## src/rtl/bus_wait_ctrl.sv

```systemverilog
module bus_wait_ctrl #(
  parameter int NUM_CS = 4,
  parameter int DATA_W = 8,
  localparam int CSW = $clog2(NUM_CS)
) (
  input  logic              clk,
  input  logic              rst_n,
  input  logic              reg_wr_en,
  input  logic [1:0]        reg_wr_sel,
  input  logic [DATA_W-1:0] reg_wr_data,
  input  logic              acc_req,
  input  logic [1:0]        acc_region,
  input  logic [CSW-1:0]    acc_cs,
  input  logic              acc_mux,
  input  logic              rdy_n,
  output logic              cycle_done,
  output logic              bclk_out,
  output logic              bclk_oe
);
  localparam logic [1:0] SEL_PROT = 2'd0;
  localparam logic [1:0] SEL_MODEA = 2'd1;
  localparam logic [1:0] SEL_MODEB = 2'd2;
  localparam logic [1:0] SEL_CSW = 2'd3;
  localparam int PROT_BIT = 1;
  localparam int FLOAT_BIT = 7;
  localparam int WAIT_BIT = 7;
  localparam int CS_LSB = 4;

  logic              prot_q, float_q, wait_q;
  logic [NUM_CS-1:0] csw_q;

  always_ff @(posedge clk or negedge rst_n) begin
    if (!rst_n) begin
      prot_q  <= 1'b0;
      float_q <= 1'b0;
      wait_q  <= 1'b0;
      csw_q   <= '0;
    end else if (reg_wr_en) begin
      case (reg_wr_sel)
        SEL_PROT:  prot_q <= reg_wr_data[PROT_BIT];
        SEL_MODEA: if (prot_q) float_q <= reg_wr_data[FLOAT_BIT];
        SEL_MODEB: if (prot_q) wait_q <= reg_wr_data[WAIT_BIT];
        SEL_CSW:   csw_q <= reg_wr_data[CS_LSB +: NUM_CS];
        default: ;
      endcase
    end
  end

  logic unused_data;
  assign unused_data = ^{reg_wr_data[3:2], reg_wr_data[0]};

  logic       cs_fast, ext;
  logic [1:0] len_d;
  logic       rdy_en_d;

  assign ext      = acc_region[1];
  assign cs_fast  = csw_q[acc_cs];
  assign rdy_en_d = ext && !wait_q && !cs_fast;

  always_comb begin
    if (!ext)         len_d = acc_region[0] ? (wait_q ? 2'd2 : 2'd1) : 2'd2;
    else if (acc_mux) len_d = 2'd3;
    else if (wait_q)  len_d = 2'd2;
    else              len_d = cs_fast ? 2'd1 : 2'd2;
  end

  logic       active, rdy_en_q, at_len;
  logic [1:0] cnt, len_q;

  assign at_len     = (cnt == len_q);
  assign cycle_done = active && at_len && !(rdy_en_q && rdy_n);

  always_ff @(posedge clk or negedge rst_n) begin
    if (!rst_n) begin
      active   <= 1'b0;
      cnt      <= 2'd0;
      len_q    <= 2'd1;
      rdy_en_q <= 1'b0;
    end else if (!active) begin
      if (acc_req) begin
        active   <= 1'b1;
        cnt      <= 2'd1;
        len_q    <= len_d;
        rdy_en_q <= rdy_en_d;
      end
    end else if (cycle_done) begin
      active <= 1'b0;
    end else if (!at_len) begin
      cnt <= cnt + 2'd1;
    end
  end

  assign bclk_out = clk;
  assign bclk_oe  = !float_q;
endmodule

```

## config.mk

```make
export PLATFORM = sky130hd
export DESIGN_NAME = bus_wait_ctrl
export DESIGN_NICKNAME = d
export VERILOG_FILES = /design/src/rtl/bus_wait_ctrl.sv
export SDC_FILE = /design/constraint.sdc
export NUM_CORES = 1
export LEC_CHECK = 0
export BUFFER_PORTS_ARGS = -buffer_cell sky130_fd_sc_hd__clkbuf_2
export CAP_MARGIN = 20
export CORE_UTILIZATION = 28
export DETAILED_ROUTE_END_ITERATION = 10
export MAX_ROUTING_LAYER = met4
export PLACE_DENSITY = 0.48
export SLEW_MARGIN = 20
export SYNTH_ARGS = -nofsm -noshare
export SYNTH_HDL_FRONTEND = slang
export SYNTH_SLANG_ARGS = --single-unit
```

## constraint.sdc

```tcl
create_clock -name clk -period 1.7 [get_ports clk]
set_input_delay 0 -clock clk [delete_from_list [all_inputs] [get_ports clk]]
set_output_delay 0 -clock clk [all_outputs]
set_load 0.03 [all_outputs]
```

# [Yosys cells after proc, flatten, opt, wreduce, memory -nomap -nowiden]
# Cells that the tools add are included.
# Widths: inputs -> output; s select.
[totals] reg_bits=13 latchBits=0 ramBits=0 romBits=0 input_bits=20 wordCells=49 mem_count=0
[op_classes] addsub=1 multipliers=0 div=0 n_lt_le_gt_ge=1 n_eq_ne=6 shifts=0 mux=15 bitwise_logic=1 n_reduce_logical=17
[ops] operator="$mux 2" n=10
[ops] operator="$reduce_and 3->1" n=3
[ops] operator="$reduce_and 2->1" n=3
[ops] operator="$logic_and 1x1->1" n=5
[ops] operator="$eq 2x2->1 const B" n=2
[ops] operator="$logic_not 1->1" n=4
[ops] operator="$mux 1" n=4
[ops] operator="$ne 2x2->1 const B" n=2
[ops] operator="$lt 2x3->1 const B" n=1
[ops] operator="$add 2x1->2 const B" n=1
[ops] operator="$bmux 1 s2" n=1
[ops] operator="$eq 2x1->1 const B" n=1
[ops] operator="$eq 2x2->1" n=1
[ops] operator="$logic_not 2->1" n=1
[ops] operator="$reduce_bool 2->1" n=1
[ops] operator="$not 1->1" n=1

# [Logic depth before layout (Yosys ltp)]
[depth] depth_word=6 mapped_depth=4 ltp_nobuf=3

==> run metrics <==
starting density of the core 30.41%; die height ~51 um; GP Congestion 0.6942; P_leak about 0.4 nW; Critical Path End cycle_done; die width 51.49 um; Post-Syn Area 685.7 sq um; final setup fails 0; first-pass GRT wire length between 2 and 2.5 mm; die footprint between 2000 and 3000 sq um; RR Startpoint len_q[0]; CP arrival 1.49 ns; cells on worst reg2reg path 3; top cells by area, synth dfrtp_1 (44%), mux2_2 (9.9%), mux2i_1 (4.4%), dfstp_2 (3.8%), nand3b_1 (3.3%); remaining global-route overflow 0; register area share after synthesis between 40% and 50%; synthesized flop and latch total 13; H-tree depth 1; initial DRC count 13; Crit path depth 4; crit-path cells xnor2_1 > nand3b_1 > a21oi_1 > clkbuf_2; # IOs 23; Final nets 113; layout cells sized above 1 32.61%; pre-CTS setup slack 0.5108 ns; max_slew headroom 77.57%; CORE AREA roughly 2300 sq um; fin util 40.34%; Port Buf Inserts 19; outcome finished clean; RSZ-0062 raised after global routing no; clk_skew 0.0002320 ns; Overall Global Routing Usage 12.58%; Final min period about 1.5 ns; Yosys cell types 29; flop2flop setup slack 0.49 ns; most frequent cell after synthesis dfrtp_1; WL/cell 11.01 um; CP Launch Type register; Top delay family on crit path flip-flops; via count about 570; DRT antenna net count 0; post-synth net total just over 80; final hold vios 0; predominant post-synthesis flop cell dfrtp_1; initial antenna violation count 0; crit path kind reg -> out; Skew-Pair Late Insertion Delay 0.27 ns; CP Capture Type output pin; CTS clk-pin slew, worst paths 0.08 ns; drt pass-1 iters 4; PD cells 1409 nW/um^2; slowest cell delay on critical path 0.58 ns; post-detail-place hpwl 984.1 um; Least-Margin Pin Slew ~0.34 ns; CTS Buf Count 3; max-slew violation count 0; WHS Path Cells 3; CTS max path bufs 2; DR DRC count 0; via/cell ratio roughly 4.7; Hold Crit Class in -> reg; crit-path max FO 3; Post-Syn Area per Cell ~11 sq um; ys async rst share 100.0%; share of the synthesized area in the top cell type 43.80%; Worst Setup SP len_q[0]; f_max ~0.67 GHz; slowest CP cell dfstp_2; final setup TNS 0 ns; CTS tree yes; Synth Instances 63; reg-to-reg endpoint cnt[0]; Rows 17; Synth warnings 0; vias in the first global route 534; cts repair resizes 0; VDD IR max 0.0005651 V; slack of the critical path around 0.21 ns; Worst Path Buf+Inv 1; largest area contributor in the netlist dfrtp_1; Synth top cells by count dfrtp_1 (12), mux2_2 (6), nand2_1 (5), nor2_1 (5); # diodes 0; critical path required time 1.70 ns; max-cap violations 0; fin crit share 87.65%; Fill cells 245; number of enable flip-flop cells after synthesis 0; clock root buffer clkbuf_4; pin count of the biggest net entering global routing 14; WL final 1.321 mm; Synth-to-Final Area Change 32.66%
==> area by class of cell <==
type / count / area (sq um) / area share, %
Sequential cell: 13 / 326.6 / 35.90
Clock buffer: 4 / 27.53 / 3.026
Inverter: 2 / 7.507 / 0.8253
Clock inverter: 1 / 3.754 / 0.4127
Tap cell: 28 / 35.03 / 3.851
Timing Repair Buffer: 26 / 170.2 / 18.71
Multi-Input combinational cell: 46 / 339.1 / 37.28
==> per-stage QoR <==
step                      total power, mW  area [sq um]  hold slack [ns]  cells
after floorplan                    0.9778         685.7          -0.2956     63
after global placement              1.081         803.3         -0.07991    108
after detailed placement            1.087         803.3         -0.07642    108
after CTS                           1.309         909.6          0.01332    120
after global routing                1.403         909.6          0.05026    120
final                               1.282         909.6          0.03098    120
==> state kept, by name, indices dropped and copies added (netlist names) <==
| register | cells |
|---|---|
| csw_q | 4 |
| cnt | 2 |
| rdy_en_q | 1 |
| len_q | 2 |
| prot_q | 1 |
| float_q | 1 |
| wait_q | 1 |
| active | 1 |
==> kinds of logic after synthesis <==
| family | share of synthesized area, % |
|---|---|
| flops | 47.63 |
| buf+inv | 2.920 |
| xor+xnor | 3.833 |
| compound gates | 12.04 |
| mux | 14.23 |
| simple gates | 19.34 |
==> routing by layer <==
metal | global-route usage, % | vias to the layer above | wire length [um]
met2 | 18.61 | 14 | 613
li1 | - | 288 | -
met1 | 15.38 | 262 | 638
met5 | - | - | 0
met3 | 3.571 | 2 | 62
met4 | 6.757 | 0 | 6
==> how the worst min path moves through the flow <==
stage	startpoint	end	slack, ns
floorplan	rst_n	active	-0.30
global placement	rst_n	cnt[0]	-0.08
detailed placement	rst_n	len_q[1]	-0.08
CTS	acc_mux	len_q[1]	0.01
global route	acc_req	rdy_en_q	0.05
finish	acc_mux	len_q[1]	0.03
==> power by group <==
group	internal, mW	leakage (nW)	switching, mW
clock	0.101	0.0195	0.165
sequential	0.428	0.151	0.113
combinational	0.235	0.232	0.240
==> worst reg2reg max path: cells and delay by family (launching register included) <==
kind	cells	cell delay [ns]
flip-flops	1	0.58
AO/OA/AOI/OAI	2	0.35
XOR/XNOR	1	0.18
==> placed cells by master (no fill, tap or decap) <==
master          n
inv_1           2
a31oi_1         1
nand3b_1        3
nand4_1         1
mux2_2          6
clkbuf_2       19
o22ai_2         1
clkinv_1        1
or3b_1          1
o21ai_0         3
nor2_1          5
dfstp_2         1
dlygate4sd3_1   8
o211ai_1        1
o32a_1          1
nand4b_1        1
xor2_1          2
xnor2_1         1
nor3b_1         2
a221oi_1        1
o41ai_1         1
nor2b_1         2
nand2_1         5
a22o_1          1
clkbuf_4        3
dfrtp_1        12
and4b_1         1
nand3_1         1
a21oi_1         1
mux2i_1         3
nand2b_1        1
==> timing repair <==
action | CTS | global route
setup endpoints to repair | 0 | 0
endpoints found under the hold margin | 22 | 0
setup buffers | 0 | 0
hold buffers | 8 | 0
Power figures use the tool's default switching activity.
